===== src/rtl/fseq_pkg.sv =====
package fseq_pkg;
  localparam logic [7:0] RD_CMD   = 8'h03;
  localparam logic [3:0] OPND_NIB = 4'b1110;

  typedef enum logic [1:0] {
    ST_IDLE,
    ST_GAP,
    ST_RUN
  } fseq_state_e;
endpackage


===== src/rtl/fseq_spi_link.sv =====
module fseq_spi_link
  import fseq_pkg::*;
#(
  parameter int ADDR_W = 16,
  parameter int DATA_W = 8
) (
  input  logic              clk,
  input  logic              rst,
  input  logic              start_i,
  input  logic              stop_i,
  input  logic [ADDR_W-1:0] addr_i,
  input  logic              cipo_i,
  output logic              cs_n_o,
  output logic              sclk_o,
  output logic              copi_o,
  output logic              rx_valid_o,
  output logic [DATA_W-1:0] rx_data_o
);
  localparam int TX_W  = 8 + ADDR_W;
  localparam int PRE_W = $clog2(TX_W + 1);
  localparam int BIT_W = $clog2(DATA_W);

  logic              cs_n_q, sclk_q, copi_q, active_q, rx_valid_q;
  logic [TX_W-1:0]   tx_q;
  logic [DATA_W-1:0] rx_q, rx_data_q;
  logic [BIT_W-1:0]  bit_q;
  logic [PRE_W-1:0]  pre_q;

  always_ff @(posedge clk) begin
    rx_valid_q <= 1'b0;
    if (rst) begin
      cs_n_q    <= 1'b1;
      sclk_q    <= 1'b0;
      copi_q    <= 1'b0;
      active_q  <= 1'b0;
      tx_q      <= '0;
      rx_q      <= '0;
      rx_data_q <= '0;
      bit_q     <= '0;
      pre_q     <= '0;
    end else if (stop_i) begin
      cs_n_q   <= 1'b1;
      sclk_q   <= 1'b0;
      copi_q   <= 1'b0;
      active_q <= 1'b0;
    end else if (start_i) begin
      cs_n_q   <= 1'b0;
      sclk_q   <= 1'b0;
      active_q <= 1'b1;
      tx_q     <= {RD_CMD, addr_i};
      copi_q   <= RD_CMD[7];
      bit_q    <= '0;
      pre_q    <= PRE_W'(TX_W);
    end else if (active_q) begin
      sclk_q <= ~sclk_q;
      if (sclk_q) begin
        // falling edge: capture the bit read on the rising edge, shift out next
        rx_q   <= {rx_q[DATA_W-2:0], cipo_i};
        tx_q   <= tx_q << 1;
        copi_q <= tx_q[TX_W-2];
        bit_q  <= (bit_q == BIT_W'(DATA_W - 1)) ? '0 : bit_q + 1'b1;
        if (pre_q != '0) begin
          pre_q <= pre_q - 1'b1;
        end else if (bit_q == BIT_W'(DATA_W - 1)) begin
          rx_valid_q <= 1'b1;
          rx_data_q  <= {rx_q[DATA_W-2:0], cipo_i};
        end
      end
    end
  end

  assign cs_n_o     = cs_n_q;
  assign sclk_o     = sclk_q;
  assign copi_o     = copi_q;
  assign rx_valid_o = rx_valid_q;
  assign rx_data_o  = rx_data_q;
endmodule


===== src/rtl/fseq_ctrl.sv =====
module fseq_ctrl
  import fseq_pkg::*;
#(
  parameter int ADDR_W = 16,
  parameter int DATA_W = 8
) (
  input  logic              clk,
  input  logic              rst,
  input  logic              rx_valid_i,
  input  logic [DATA_W-1:0] rx_data_i,
  output logic              start_o,
  output logic              stop_o,
  output logic [ADDR_W-1:0] start_addr_o,
  output logic              latch_o,
  output logic              out_valid_o,
  output logic [DATA_W-1:0] out_data_o,
  output logic [ADDR_W-1:0] out_addr_o,
  output logic              out_operand_o
);
  localparam int HDR_BITS = 2 * ADDR_W;
  localparam int HDR_N    = HDR_BITS / DATA_W;
  localparam int HDR_W    = $clog2(HDR_N + 1);

  fseq_state_e         state_q;
  logic [HDR_W-1:0]    hdr_q;
  logic [HDR_BITS-1:0] hdr_sr_q, hdr_next;
  logic [ADDR_W-1:0]   vec_q, end_q, cnt_q;
  logic                op_pend_q, end_armed_q, latch_q;
  logic                out_valid_q, out_operand_q;
  logic [DATA_W-1:0]   out_data_q;
  logic [ADDR_W-1:0]   out_addr_q;
  logic                hdr_done, deliver, is_opc, finish;

  always_comb begin
    hdr_done     = (hdr_q == HDR_W'(HDR_N));
    hdr_next     = {hdr_sr_q[HDR_BITS-DATA_W-1:0], rx_data_i};
    deliver      = (state_q == ST_RUN) && rx_valid_i && hdr_done;
    is_opc       = !op_pend_q && (rx_data_i[DATA_W-1 -: 4] == OPND_NIB);
    finish       = deliver && !is_opc && ((cnt_q == end_q) || end_armed_q);
    start_o      = (state_q == ST_GAP);
    stop_o       = finish;
    start_addr_o = hdr_done ? vec_q : '0;
  end

  always_ff @(posedge clk) begin
    out_valid_q <= 1'b0;
    latch_q     <= 1'b0;
    if (rst) begin
      state_q       <= ST_IDLE;
      hdr_q         <= '0;
      hdr_sr_q      <= '0;
      vec_q         <= '0;
      end_q         <= '0;
      cnt_q         <= '0;
      op_pend_q     <= 1'b0;
      end_armed_q   <= 1'b0;
      out_data_q    <= '0;
      out_addr_q    <= '0;
      out_operand_q <= 1'b0;
    end else begin
      case (state_q)
        ST_IDLE: begin
          state_q <= ST_GAP;
          latch_q <= 1'b1;
        end
        ST_GAP: begin
          state_q     <= ST_RUN;
          cnt_q       <= start_addr_o;
          op_pend_q   <= 1'b0;
          end_armed_q <= 1'b0;
        end
        default: begin
          if (rx_valid_i) begin
            cnt_q <= cnt_q + 1'b1;
            if (!hdr_done) begin
              hdr_q    <= hdr_q + 1'b1;
              hdr_sr_q <= hdr_next;
              if (hdr_q == HDR_W'(HDR_N - 1)) begin
                vec_q <= hdr_next[HDR_BITS-1:ADDR_W];
                end_q <= hdr_next[ADDR_W-1:0];
              end
            end else begin
              out_valid_q   <= 1'b1;
              out_data_q    <= rx_data_i;
              out_addr_q    <= cnt_q;
              out_operand_q <= op_pend_q;
              op_pend_q     <= is_opc;
              end_armed_q   <= (cnt_q == end_q);
              if (finish) begin
                state_q <= ST_GAP;
                latch_q <= 1'b1;
              end
            end
          end
        end
      endcase
    end
  end

  assign latch_o       = latch_q;
  assign out_valid_o   = out_valid_q;
  assign out_data_o    = out_data_q;
  assign out_addr_o    = out_addr_q;
  assign out_operand_o = out_operand_q;
endmodule


===== src/rtl/scan_fetch_seq.sv =====
module scan_fetch_seq #(
  parameter int ADDR_W = 16,
  parameter int DATA_W = 8
) (
  input  logic              clk,
  input  logic              rst,
  output logic              spi_cs_n,
  output logic              spi_sclk,
  output logic              spi_copi,
  input  logic              spi_cipo,
  output logic              scan_latch,
  output logic              fetch_valid,
  output logic [DATA_W-1:0] fetch_data,
  output logic [ADDR_W-1:0] fetch_addr,
  output logic              fetch_operand
);
  logic              start_w, stop_w, rx_valid_w;
  logic [ADDR_W-1:0] start_addr_w;
  logic [DATA_W-1:0] rx_data_w;

  fseq_spi_link #(.ADDR_W(ADDR_W), .DATA_W(DATA_W)) u_link (
    .clk        (clk),
    .rst        (rst),
    .start_i    (start_w),
    .stop_i     (stop_w),
    .addr_i     (start_addr_w),
    .cipo_i     (spi_cipo),
    .cs_n_o     (spi_cs_n),
    .sclk_o     (spi_sclk),
    .copi_o     (spi_copi),
    .rx_valid_o (rx_valid_w),
    .rx_data_o  (rx_data_w)
  );

  fseq_ctrl #(.ADDR_W(ADDR_W), .DATA_W(DATA_W)) u_ctrl (
    .clk           (clk),
    .rst           (rst),
    .rx_valid_i    (rx_valid_w),
    .rx_data_i     (rx_data_w),
    .start_o       (start_w),
    .stop_o        (stop_w),
    .start_addr_o  (start_addr_w),
    .latch_o       (scan_latch),
    .out_valid_o   (fetch_valid),
    .out_data_o    (fetch_data),
    .out_addr_o    (fetch_addr),
    .out_operand_o (fetch_operand)
  );
endmodule


===== config.mk =====
export PLATFORM = sky130hd
export DESIGN_NAME = scan_fetch_seq
export DESIGN_NICKNAME = d
export VERILOG_FILES = /design/src/rtl/fseq_pkg.sv /design/src/rtl/fseq_spi_link.sv /design/src/rtl/fseq_ctrl.sv /design/src/rtl/scan_fetch_seq.sv
export SDC_FILE = /design/constraint.sdc
export NUM_CORES = 1
export LEC_CHECK = 0
export BUFFER_PORTS_ARGS = -buffer_cell sky130_fd_sc_hd__buf_4
export CORE_MARGIN = 2
export CORE_UTILIZATION = 40
export DETAILED_ROUTE_END_ITERATION = 6
export GPL_TIMING_DRIVEN = 0
export SYNTH_ARGS = -nofsm -noshare
export SYNTH_HDL_FRONTEND = slang
export SYNTH_SLANG_ARGS = --single-unit

===== constraint.sdc =====
create_clock -name clk -period 5.5 [get_ports clk]
set_input_delay 0.55 -clock clk [delete_from_list [all_inputs] [get_ports clk]]
set_output_delay 0.55 -clock clk [all_outputs]
set_load 0.01 [all_outputs]

==> results of run 1 <==
## cell type report
class                   count  area share [%]
multi-input cells         567            41.3
repair buffers             32            3.05
inverters                  16           0.762
clock buffers              18            5.57
well taps                 220            3.49
plain buffers              67            3.71
flip-flops and latches    157            39.9
clock inverters            13            2.28
## logic make-up after synthesis
| family | Yosys count |
|---|---|
| AND/OR/NAND/NOR | 300 |
| XOR/XNOR | 20 |
| adder cells (fa/ha/maj) | 8 |
| AO/OA/AOI/OAI | 226 |
| flip-flops | 157 |
| multiplexers | 13 |
| buffers and inverters | 83 |
## metal layers
| layer | GRT usage [%] | up-vias | wire, um | share of wire, % |
|---|---|---|---|---|
| li1 | - | 2945 | - | - |
| met1 | 30.9 | 2817 | 9140 | 47 |
| met2 | 34.5 | 176 | 8830 | 45 |
| met3 | 5.40 | 31 | 1170 | 6.0 |
| met4 | 7.80 | 0 | 359 | 1.8 |
| met5 | 0 | - | 0 | 0 |
## report_power, final
| part | switching, mW | total [mW] | leakage, nW | internal [mW] |
|---|---|---|---|---|
| Sequential | 0.0202 | 1.18 | 1.27 | 1.16 |
| Combinational | 0.151 | 0.229 | 1.18 | 0.0783 |
| Clock | 0.505 | 1.24 | 0.303 | 0.736 |
## metrics by stage
stage          hold WS (ns)  setup WS, ns  area [um^2]  util [%]  total power [mW]
2_1_floorplan         0.432          3.60         6750         -              1.37
3_3_place_gp          0.443          3.04         7270      44.0              1.43
3_5_place_dp          0.450          3.03         7270      44.0              1.43
4_1_cts               0.384          3.17         7890      47.7              2.67
5_1_grt               0.416          2.94         7890      47.7              2.74
6_report              0.397          3.13         7890      47.7              2.65
## worst max-delay path by stage
| stage | startpoint | endpoint | slack, ns | depth (start not counted) |
|---|---|---|---|---|
| CTS | u_ctrl.hdr_q[0]$_SDFFE_PP0P_ | u_ctrl.end_q[14]$_SDFFE_PP0P_ | 3.17 | 7 |
| finish | u_ctrl.state_q[1]$_SDFFE_PP0P_ | u_ctrl.cnt_q[12]$_SDFFE_PP0P_ | 3.13 | 6 |
| global route | u_ctrl.hdr_q[0]$_SDFFE_PP0P_ | u_ctrl.end_q[14]$_SDFFE_PP0P_ | 2.94 | 7 |
| floorplan | u_ctrl.cnt_q[1]$_SDFFE_PP0P_ | u_link.tx_q[10]$_SDFFE_PP0P_ | 3.60 | 6 |
| detailed placement | rst | u_ctrl.out_valid_o$_SDFF_PP0_ | 3.03 | 5 |
| global placement | rst | u_ctrl.out_valid_o$_SDFF_PP0_ | 3.04 | 5 |
## worst reg2reg max path, stage by stage (launching register included)
cell	delay [ns]
dfxtp_1	0.44
inv_1	0.09
nand2_1	0.13
clkbuf_1	0.50
clkbuf_1	0.65
o31ai_1	0.18
a211oi_1	0.29
## cell usage in the layout (no fill, tap or decap), types with 7 or more instances in the layout
cell       synthesis  routed
nand2_1          221     221
dfxtp_1          157     157
a21oi_1          118     118
clkbuf_1          50      50
buf_4              2      34
o211ai_1          19      19
xnor2_1           18      18
clkbuf_16          0      17
inv_1             16      16
nor2_1            16      16
o211a_1           16      16
nor3_1            15      15
o2111ai_1         14      14
nand3_1           14      14
a22oi_1           14      14
mux2i_1           11      11
buf_2              8       8
ha_1               8       8
nand4_1            7       7
## synth_stat cells, drive strengths merged (5+ instances only)
library cell and count:
a21oi 119, a22oi 14, buf 16, clkbuf 51, dfxtp 157, ha 8
inv 16, mux2i 11, nand2 221, nand3 14, nand4 10, nor2 17
nor3 16, o2111ai 14, o211a 16, o211ai 20, o21ai 5, o32ai 5
xnor2 20
## flip-flops by register name (all words and copies together), names as in the netlist
| register | flops |
|---|---|
| u_ctrl.hdr_sr_q | 24 |
| u_link.tx_q | 23 |
| u_ctrl.cnt_q | 16 |
| u_ctrl.end_q | 16 |
| u_ctrl.out_addr_o | 16 |
| u_ctrl.vec_q | 16 |
| u_ctrl.out_data_o | 8 |
| u_link.rx_data_o | 8 |
| u_link.rx_q | 7 |
| u_link.pre_q | 5 |
| u_ctrl.hdr_q | 3 |
| u_link.bit_q | 3 |
| u_ctrl.state_q | 2 |
| u_ctrl.end_armed_q | 1 |
| u_ctrl.latch_o | 1 |
| u_ctrl.op_pend_q | 1 |
| u_ctrl.out_operand_o | 1 |
| u_ctrl.out_valid_o | 1 |
| u_link.active_q | 1 |
| u_link.copi_o | 1 |
| u_link.cs_n_o | 1 |
| u_link.rx_valid_o | 1 |
| u_link.sclk_o | 1 |
==> insert_results.sql, run 1 <==
INSERT INTO impl_metrics (metric_group, metric, value, unit) VALUES
('logic_synthesis', 'synth_cells', '807', ''),
('pwr', 'maximum_ir_drop_on_the_vdd_rail', '0.269', 'mV'),
('sta', 'final_max_slew_viol_count', '0', ''),
('global_route', 'initial_antenna_violation_count', '0', ''),
('place', 'placed_cells', '1059', ''),
('logic_synthesis', 'synth-simple-area-share', '19.2', '%'),
('logic_synthesis', 'synth_adder_area_share', '1.48', '%'),
('die', 'core-area', '0.0165', 'mm^2'),
('logic_synthesis', 'synthDominantCellAreaShare', '46.6', '%'),
('final_layout', 'multi_input_comb_area', '0.00326', 'mm^2'),
('routing', 'postRouteAntennaNets', '0', ''),
('sta', 'setup_viol', '0', ''),
('routing', 'drt_drc_violations_left', '0', ''),
('logic_synthesis', 'post_synth_instance_area', '0.00675', 'mm^2'),
('logic_synthesis', 'post_synth_num_cell_types', '61', ''),
('routing', 'routed_via_density', '5.48', ''),
('logic_synthesis', 'top_cell_type_by_total_area_after_synthesis', 'dfxtp_1', ''),
('die', 'floorplan.initialDensity', '40.9', '%'),
('worst_setup_path', 'critPathBufInv', '3', ''),
('logic_synthesis', 'ys_warn_count', '0', ''),
('final_layout', 'fillerInstances', '1657', ''),
('worst_setup_path', 'worst_path_largest_cell_delay', '0.65', 'ns'),
('worst_setup_path', 'slowest_stage_cell_cp', 'clkbuf_1', ''),
('final_layout', 'nNetsFinal', '869', ''),
('place', 'routabilityCongestion', '0.929', ''),
('routing', 'aggregate_routed_wire_length', '19.5', 'mm'),
('routing', 'num_vias', '5969', ''),
('final_layout', 'areaGrowthSynthToFinish', '16.8', '%'),
('logic_synthesis', 'synth_compound_area_share', '22.7', '%'),
('cts', 'cts.root.buffer_cell', 'clkbuf_16', ''),
('logic_synthesis', 'synth.area.mux_share', '1.96', '%'),
('sta', 'clock-skew-final', '0.0106', 'ns'),
('place', 'place_hpwl', '13.9', 'mm'),
('worst_setup_path', 'crit-reg2reg-launch', 'u_ctrl.state_q[1]$_SDFFE_PP0P_', ''),
('cts', 'cts.repair_timing.setup_buffer_count', '0', ''),
('cts', 'cts_hold_fix_bufs', '0', ''),
('pwr', 'static-leakage-power', '2.75', 'nW'),
('worst_setup_path', 'required', '5.84', 'ns'),
('worst_setup_path', 'timing.critical_path.cells', 'inv_1 -> nand2_1 -> clkbuf_1 -> clkbuf_1 -> o31ai_1 -> a211oi_1', ''),
('logic_synthesis', 'post_synthesis_share_of_cell_area_spent_on_xor_and_xnor_gates', '2.82', '%'),
('logic_synthesis', 'synth_top_cells_by_area', 'dfxtp_1, nand2_1, a21oi_1', ''),
('cts', 'cts.sink_count', '157', ''),
('worst_setup_path', 'r2r_slack', '3.13', 'ns'),
('sta', 'report.final.hold_viol_count', '0', ''),
('logic_synthesis', 'synth_top_flop_cell', 'dfxtp_1', ''),
('logic_synthesis', 'synth_top_family_by_area', 'compound AO/OA/AOI/OAI gates', ''),
('place', 'place.port_buffers', '32', ''),
('sta', 'final_min_period_over_clock_period', '43.1', '%'),
('logic_synthesis', 'synth_enable_flop_cells', '0', ''),
('cts', 'worst_setup_hold_path_clk_slew', '0.07', 'ns'),
('die', 'design.portCount', '33', ''),
('final_layout', 'seqCellArea', '0.00314', 'mm^2'),
('sta', 'maxSlewHeadroom', '36.3', '%'),
('worst_setup_path', 'timing.reg2reg.worst_path_depth', '6', ''),
('die', 'fp.dieW', '134', 'um'),
('sta', 'period_needed', '2.37', 'ns'),
('min_path', 'whs_endpoint', 'u_link.rx_data_o[0]$_SDFFE_PP0P_', ''),
('cts', 'clkLatencyLatePin', '0.44', 'ns'),
('worst_setup_path', 'crit_path_kind', 'flop to flop', ''),
('worst_setup_path', 'critical_path.startpoint_type', 'flop', ''),
('sta', 'timing.setup.tns', '0', 'ns'),
('worst_setup_path', 'timing.critical_path.arrival', '2.71', 'ns'),
('run_status', 'outcome', 'complete, no violations', ''),
('final_layout', 'antenna_cells_inserted', '0', ''),
('logic_synthesis', 'share_of_async_settable_or_async_resettable_flops_after_synthesis', '0', '%'),
('worst_setup_path', 'path_max_fanout', '10', ''),
('worst_setup_path', 'endpoint_kind', 'flop', ''),
('worst_setup_path', 'critical-path-top-cell-by-count', 'clkbuf_1', ''),
('logic_synthesis', 'synth.yosys.seq_area_share', '46.6', '%'),
('sta', 'max_slew.worst_pin.slew', '0.948', 'ns'),
('cts', 'cts_inserted_buffers', '17', '');
(Power assumes the default switching activity.)
==> inputs of run 2 (changes only) <==
==> constraint.sdc (replaced) <==
create_clock -name clk -period 1.98 [get_ports clk]
set_input_delay 0.198 -clock clk [delete_from_list [all_inputs] [get_ports clk]]
set_output_delay 0.198 -clock clk [all_outputs]
set_load 0.01 [all_outputs]
==> run 2 against run 1 <==
Net effect: cell count increased by 2.4%; the run now ends with negative setup slack left; routed wire length grew 7.3%; utilization is 5.1 points higher.
==> insert_results.sql, run 2 (same netlist as run 1, synthesis figures left out) <==
INSERT INTO impl_metrics (metric_group, metric, value, unit) VALUES
('final_layout', 'nNetsFinal', '895', ''),
('worst_setup_path', 'endpoint_kind', 'flop', ''),
('final_layout', 'areaGrowthSynthToFinish', '29.2', '%'),
('worst_setup_path', 'critPathBufInv', '1', ''),
('global_route', 'overall_global_routing_usage', '22.8', '%'),
('pwr', 'static-leakage-power', '3.05', 'nW'),
('die', 'design.portCount', '33', ''),
('sta', 'setup_viol', '28', ''),
('worst_setup_path', 'worst_path_largest_cell_delay', '0.57', 'ns'),
('worst_setup_path', 'path_max_fanout', '10', ''),
('global_route', 'wire_length_of_the_first_global_routing_pass', '31.4', 'mm'),
('routing', 'aggregate_routed_wire_length', '20.9', 'mm'),
('sta', 'maxSlewHeadroom', '55.7', '%'),
('routing', 'postRouteAntennaNets', '0', ''),
('routing', 'drt_drc_violations_left', '0', ''),
('routing', 'num_vias', '6204', ''),
('sta', 'final_max_slew_viol_count', '0', ''),
('run', 'max_cap_viol_count', '0', ''),
('worst_setup_path', 'crit_path_kind', 'flop to flop', ''),
('routing', 'routed_via_density', '5.56', ''),
('run_status', 'outcome', 'complete, but fails checks', ''),
('final_layout', 'top_reg_by_flops', 'u_ctrl.hdr_sr_q', ''),
('cts', 'worst_setup_hold_path_clk_slew', '0.07', 'ns'),
('final_layout', 'layout-drive-gt1-share', '22.9', '%'),
('cts', 'clkLatencyLatePin', '0.44', 'ns'),
('final_layout', 'mostFrequentLayoutCells', 'nand2_1, dfxtp_1, a21oi_1', ''),
('worst_setup_path', 'slowest_stage_cell_cp', 'nor3_1', ''),
('worst_setup_path', 'critical-path-top-cell-by-count', 'nor3_1', ''),
('global_route', 'grt_start_max_net_pins', '17', ''),
('sta', 'grt_setup_unrepaired', 'yes', ''),
('global_route', 'grt_pass1_vias', '5634', ''),
('pwr', 'p_per_area', '883', 'mW/mm^2'),
('final_layout', 'biggestRegsByFlops', 'u_ctrl.hdr_sr_q x24, u_link.tx_q x23', ''),
('die', 'core-area', '0.0165', 'mm^2'),
('die', 'die-height', '134', 'um'),
('worst_setup_path', 'critical_path.startpoint_type', 'flop', ''),
('place', 'place_hpwl', '13.9', 'mm'),
('place', 'dp_slack', '-0.326', 'ns'),
('final_layout', 'final_area', '0.00872', 'mm^2'),
('sta', 'report.final.hold_viol_count', '0', ''),
('min_path', 'hp-class', 'primary input to flop', ''),
('sta', 'period_needed', '2.03', 'ns'),
('sta', 'fmaxAchievable', '0.492', 'GHz'),
('sta', 'max_slew.worst_pin.slew', '0.664', 'ns'),
('place', 'routabilityCongestion', '0.929', ''),
('cts', 'cts_tree', 'built', ''),
('final_layout', 'antenna_cells_inserted', '0', ''),
('final_layout', 'layout.cells.most_common', 'nand2_1', ''),
('worst_setup_path', 'timing.critical_path.arrival', '2.33', 'ns'),
('routing', 'drt-pass1-iter-count', '5', ''),
('sta', 'clock-skew-final', '0.0122', 'ns'),
('cts', 'cts.sink_count', '157', ''),
('routing', 'drt_iter0_drc', '573', ''),
('die', 'row_count', '47', ''),
('cts', 'cts.path.max_buffers', '2', ''),
('place', 'area_post_placement', '0.00727', 'mm^2'),
('sta', 'final_min_period_over_clock_period', '103', '%'),
('routing', 'dr_wl_cell', '18.7', 'um'),
('place', 'place.port_buffers', '32', ''),
('cts', 'cts.root.buffer_cell', 'clkbuf_16', ''),
('pwr', 'maximum_ir_drop_on_the_vdd_rail', '0.746', 'mV'),
('global_route', 'global_route.overflow_total', '0', ''),
('cts', 'cts-htree-levels', '4', ''),
('die', 'area_of_the_die', '0.0179', 'mm^2'),
('run_status', 'failed_checks', 'negative setup slack', ''),
('final_layout', 'largest_register_ffs', '24', ''),
('global_route', 'initial_antenna_violation_count', '0', ''),
('sta', 'worst_path_setup_slack_after_routing', '-0.0535', 'ns'),
('cts', 'cts_inserted_buffers', '17', ''),
('worst_setup_path', 'cpLargestDelayFamily', 'simple AND/OR/NAND/NOR gates', ''),
('worst_setup_path', 'timing.critical_path.cells', 'nand2_1 -> clkbuf_2 -> nor3_1 -> nand4_1 -> a22oi_1 -> nor3_1', ''),
('die', 'fp.dieW', '134', 'um'),
('die', 'floorplan.initialDensity', '40.9', '%'),
('worst_setup_path', 'required', '2.28', 'ns');
## run 2: cell count changes in the layout (fill, tap and decap cells not counted), moves of 9 or more
cell | before | now
clkbuf_1 | 50 | 30
o2111ai_1 | 14 | 3
dfxtp_1 | 157 | 136
xnor2_1 | 18 | 5
buf_6 | 3 | 17
clkbuf_2 | 1 | 15
buf_4 | 34 | 53
o2111ai_2 | 0 | 9
dfxtp_2 | 0 | 14
## run 2: cell type report
class / instances / area (um^2)
Fill cell: 1550 / 7800
Multi-Input combinational cell: 569 / 3690
Sequential cell: 157 / 3190
Timing Repair Buffer: 64 / 547
Clock buffer: 18 / 439
Buffer: 59 / 343
Tap cell: 220 / 275
Clock inverter: 13 / 180
Inverter: 16 / 60.1
## run 2: metrics by stage
stage,cells,hold slack [ns],TNS [ns],total power [mW],utilization (%)
2_1_floorplan,807,0.340,0,3.80,-
3_3_place_gp,1059,0.443,-28.97,3.99,44.0
3_5_place_dp,1059,0.450,-28.33,3.99,44.0
4_1_cts,1107,0.0321,-0.202,7.50,49.8
5_1_grt,1116,0.0770,-1.67,7.94,52.8
6_report,1116,0.0529,-0.535,7.70,52.8
## run 2: power breakdown
group          internal [mW]  switching [mW]
logic                  0.411           0.543
clock network           2.04            1.41
registers               3.23          0.0673
## run 2: worst paths after layout
path                                          from                               end  slack [ns]  cells past startpoint
hold / removal                            spi_cipo  u_link.rx_data_o[0]$_SDFFE_PP0P_        0.05                      3
setup reg to reg    u_ctrl.state_q[1]$_SDFFE_PP0P_     u_ctrl.cnt_q[13]$_SDFFE_PP0P_       -0.05                      6
setup / recovery    u_ctrl.state_q[1]$_SDFFE_PP0P_     u_ctrl.cnt_q[13]$_SDFFE_PP0P_       -0.05                      6
hold reg to reg   u_ctrl.hdr_sr_q[23]$_SDFFE_PP0P_     u_ctrl.vec_q[15]$_SDFFE_PP0P_        0.45                      2
## run 2: timing repair
action                     in CTS  in global routing
gates cloned                    2                  5
setup endpoints to repair     139                108
buffers inserted               18                 11
pin swaps                       8                 35
hold buffers                    0                  0
resized for setup              63                 94
## run 2: per-layer routing
| layer | up-vias | global-route usage (%) | share of wire, % |
|---|---|---|---|
| met5 | - | 0 | 0 |
| met1 | 2928 | 30.8 | 44 |
| met3 | 58 | 5.82 | 6.9 |
| li1 | 3010 | - | - |
| met2 | 208 | 34.8 | 46 |
| met4 | 0 | 9.57 | 2.8 |
## run 2: tightest hold or removal path, delay by kind of cell
family                 cells  cell delay, ns
and+or+nand+nor            1            0.05
buffers and inverters      1            0.13
muxes                      1            0.06
==> inputs of run 3 (changes only) <==
--- a/config.mk
+++ b/config.mk
@@ -5,6 +5,7 @@
 export SDC_FILE = /design/constraint.sdc
 export NUM_CORES = 1
 export LEC_CHECK = 0
+export ABC_AREA = 1
 export BUFFER_PORTS_ARGS = -buffer_cell sky130_fd_sc_hd__buf_4
 export CORE_MARGIN = 2
 export CORE_UTILIZATION = 40
==> run 3 against run 2 <==
Net effect: the run now ends clean; combinational power grew to 2.7 times the previous value; clock power is 6.1% lower; cell count is 6.3% higher; die area is 3.3% lower; power is 25% higher; critical path depth is 5 higher; synthesized cell count is 11% higher; global-route usage is 1.1 points lower; non-clock buffer count is 35 lower; sequential share of layout area is 4.1 points higher; register-to-register slack better by 0.16 ns; utilization is 3.9 points lower; critical endpoint is now u_link.tx_q[13]$_SDFFE_PP0P_.
==> insert_results.sql, run 3 <==
INSERT INTO impl_metrics (metric_group, metric, value, unit) VALUES
('die', 'row_count', '46', ''),
('place', 'place.port_buffers', '32', ''),
('logic_synthesis', 'synth_enable_flop_cells', '0', ''),
('die', 'area_of_the_die', '0.0173', 'mm^2'),
('routing', 'num_vias', '5965', ''),
('final_layout', 'mostFrequentLayoutCells', 'nand2_1, dfxtp_1, nor2_1', ''),
('place', 'area_post_placement', '0.00703', 'mm^2'),
('logic_synthesis', 'syn_avg_cell_area', '7.26', 'um^2'),
('logic_synthesis', 'synthesis.nets', '910', ''),
('final_layout', 'layout.cells.most_common', 'nand2_1', ''),
('final_layout', 'largest_register_ffs', '24', ''),
('worst_setup_path', 'critical_path.startpoint_type', 'flop', ''),
('global_route', 'grt_start_max_net_pins', '17', ''),
('cts', 'cts_tree', 'built', ''),
('logic_synthesis', 'share_of_async_settable_or_async_resettable_flops_after_synthesis', '0', '%'),
('cts', 'worst_setup_hold_path_clk_slew', '0.06', 'ns'),
('global_route', 'overall_global_routing_usage', '21.7', '%'),
('logic_synthesis', 'synth_top_cells_by_area', 'dfxtp_1, nand2_1, o21ai_0', ''),
('final_layout', 'utilization', '48.9', '%'),
('final_layout', 'areaGrowthSynthToFinish', '19.0', '%'),
('routing', 'aggregate_routed_wire_length', '18.4', 'mm'),
('routing', 'postRouteAntennaNets', '0', ''),
('place', 'dp_slack', '-0.493', 'ns'),
('routing', 'routed_via_density', '5.03', ''),
('final_layout', 'nNetsFinal', '968', ''),
('sta', 'maxSlewHeadroom', '58.2', '%'),
('pwr', 'maximum_ir_drop_on_the_vdd_rail', '0.788', 'mV'),
('routing', 'drt-pass1-iter-count', '6', ''),
('logic_synthesis', 'synth_cells', '899', ''),
('place', 'place_hpwl', '13.4', 'mm'),
('min_path', 'hp-class', 'primary input to flop', ''),
('logic_synthesis', 'ys_warn_count', '0', ''),
('logic_synthesis', 'synth.most_common_cell', 'nand2_1', ''),
('sta', 'period_needed', '1.88', 'ns'),
('worst_setup_path', 'timing.critical_path.arrival', '2.24', 'ns'),
('cts', 'cts.path.max_buffers', '2', ''),
('sta', 'final_max_slew_viol_count', '0', ''),
('sta', 'max_slew.worst_pin.slew', '0.627', 'ns'),
('die', 'core-area', '0.0159', 'mm^2'),
('final_layout', 'final_area', '0.00776', 'mm^2'),
('sta', 'clock-skew-final', '0.00830', 'ns'),
('die', 'fp.dieW', '132', 'um'),
('global_route', 'global_route.overflow_total', '0', ''),
('global_route', 'wire_length_of_the_first_global_routing_pass', '29.3', 'mm'),
('routing', 'dr_wl_cell', '15.5', 'um'),
('logic_synthesis', 'ys_seq_elements', '157', ''),
('worst_setup_path', 'path_max_fanout', '10', ''),
('logic_synthesis', 'top_cell_type_by_total_area_after_synthesis', 'dfxtp_1', ''),
('run', 'max_cap_viol_count', '0', ''),
('die', 'design.portCount', '33', ''),
('place', 'placed_cells', '1147', ''),
('final_layout', 'antenna_cells_inserted', '0', ''),
('logic_synthesis', 'ys_top_cells_by_count', 'nand2_1, dfxtp_1, nor2_1', ''),
('logic_synthesis', 'post_synth_instance_area', '0.00652', 'mm^2'),
('routing', 'drt_drc_violations_left', '0', ''),
('run_status', 'outcome', 'complete, no violations', ''),
('final_layout', 'layout-drive-gt1-share', '12.3', '%'),
('logic_synthesis', 'post_synth_num_cell_types', '31', ''),
('die', 'die-height', '132', 'um'),
('cts', 'cts-htree-levels', '4', ''),
('cts', 'cts_inserted_buffers', '17', ''),
('cts', 'cts.sink_count', '157', ''),
('logic_synthesis', 'synth.yosys.seq_area_share', '48.2', '%'),
('routing', 'drt_iter0_drc', '540', ''),
('global_route', 'initial_antenna_violation_count', '0', ''),
('sta', 'worst_path_setup_slack_after_routing', '0.103', 'ns'),
('die', 'floorplan.initialDensity', '41.1', '%'),
('sta', 'final_min_period_over_clock_period', '94.8', '%'),
('sta', 'setup_viol', '0', ''),
('sta', 'timing.hold.ws', '0.0146', 'ns'),
('place', 'routabilityCongestion', '0.888', ''),
('sta', 'grt_setup_unrepaired', 'yes', ''),
('final_layout', 'top_reg_by_flops', 'u_ctrl.hdr_sr_q', ''),
('final_layout', 'layout.cells.non_filler', '1186', ''),
('worst_setup_path', 'crit_path_kind', 'flop to flop', ''),
('global_route', 'grt_pass1_vias', '5407', ''),
('worst_setup_path', 'required', '2.35', 'ns'),
('pwr', 'fin_total_pwr', '9.60', 'mW'),
('cts', 'cts.root.buffer_cell', 'clkbuf_16', ''),
('sta', 'report.final.hold_viol_count', '0', ''),
('sta', 'fmaxAchievable', '0.533', 'GHz'),
('cts', 'clkLatencyLatePin', '0.43', 'ns'),
('pwr', 'p_per_area', '1240', 'mW/mm^2'),
('pwr', 'static-leakage-power', '3.23', 'nW'),
('worst_setup_path', 'endpoint_kind', 'flop', ''),
('sta', 'timing.setup.tns', '0', 'ns'),
('logic_synthesis', 'synth_top_flop_cell', 'dfxtp_1', ''),
('logic_synthesis', 'synthDominantCellAreaShare', '48.2', '%'),
('final_layout', 'biggestRegsByFlops', 'u_ctrl.hdr_sr_q x24, u_link.tx_q x23', '');
## run 3: cell types whose count changed after synthesis, sizes merged, moves of 15 or more
cell    previous run  this run
nand2            221       169
a21oi            119       102
nor2              17       114
o211a             16         0
xnor2             20         1
clkbuf            51        36
inv               16       106
o21ai              5       107
o211ai            20         1
## run 3: path summary, 6_finish.rpt
| path | from | slack (ns) | cells past startpoint | end |
|---|---|---|---|---|
| min reg2reg | u_ctrl.vec_q[8]$_SDFFE_PP0P_ | 0.45 | 2 | u_ctrl.vec_q[8]$_SDFFE_PP0P_ |
| min | spi_cipo | 0.01 | 3 | u_link.rx_q[0]$_SDFFE_PP0P_ |
| max reg2reg | u_ctrl.state_q[1]$_SDFFE_PP0P_ | 0.10 | 11 | u_link.tx_q[13]$_SDFFE_PP0P_ |
| max | u_ctrl.state_q[1]$_SDFFE_PP0P_ | 0.10 | 11 | u_link.tx_q[13]$_SDFFE_PP0P_ |
## run 3: timing repair
action / 4_1_cts / 5_1_grt
buffers inserted: 3 / 5
pin swaps: 2 / 4
gates resized for setup: 11 / 35
setup endpoints to repair: 125 / 121
hold buffers: 0 / 0
## run 3: report_power, final
part / switching, mW / leakage [nW] / internal (mW)
combinational: 1.67 / 1.68 / 0.866
clock: 1.32 / 0.273 / 1.92
sequential: 0.289 / 1.27 / 3.54
total: 3.27 / 3.23 / 6.33
## run 3: final cells by class
| cell class | instances | area (um^2) |
|---|---|---|
| Inverter | 106 | 403 |
| Clock buffer | 22 | 464 |
| Multi-Input combinational cell | 587 | 2820 |
| Sequential cell | 157 | 3150 |
| Buffer | 48 | 236 |
| Timing Repair Buffer | 40 | 300 |
| Clock inverter | 10 | 114 |
| Tap cell | 216 | 270 |
| Fill cell | 1636 | 8120 |
## run 3: logic make-up after synthesis
| logic type | share of synthesized area (%) |
|---|---|
| AND/OR/NAND/NOR | 21.8 |
| AO/OA/AOI/OAI | 18.9 |
| flip-flops | 48.2 |
| buffers and inverters | 9.36 |
| adder cells (fa/ha/maj) | 1.53 |
| XOR/XNOR | 0.269 |
## run 3: critical path: stages, from the launching register on
cell     delay, ns
dfxtp_1       0.34
nand2_1       0.26
nor2_4        0.27
inv_4         0.07
nor3_4        0.19
nand2_4       0.13
nand2_4       0.12
inv_4         0.06
buf_8         0.14
nand2_1       0.05
nand2_1       0.05
nor2_1        0.11
## run 3: layer usage
| metal | vias up | share of wire, % | track usage (%) |
|---|---|---|---|
| li1 | 3048 | - | - |
| met5 | - | 0 | 0 |
| met1 | 2729 | 49 | 30.5 |
| met2 | 160 | 44 | 33.1 |
| met3 | 28 | 5.2 | 3.59 |
| met4 | 0 | 2.3 | 8.70 |
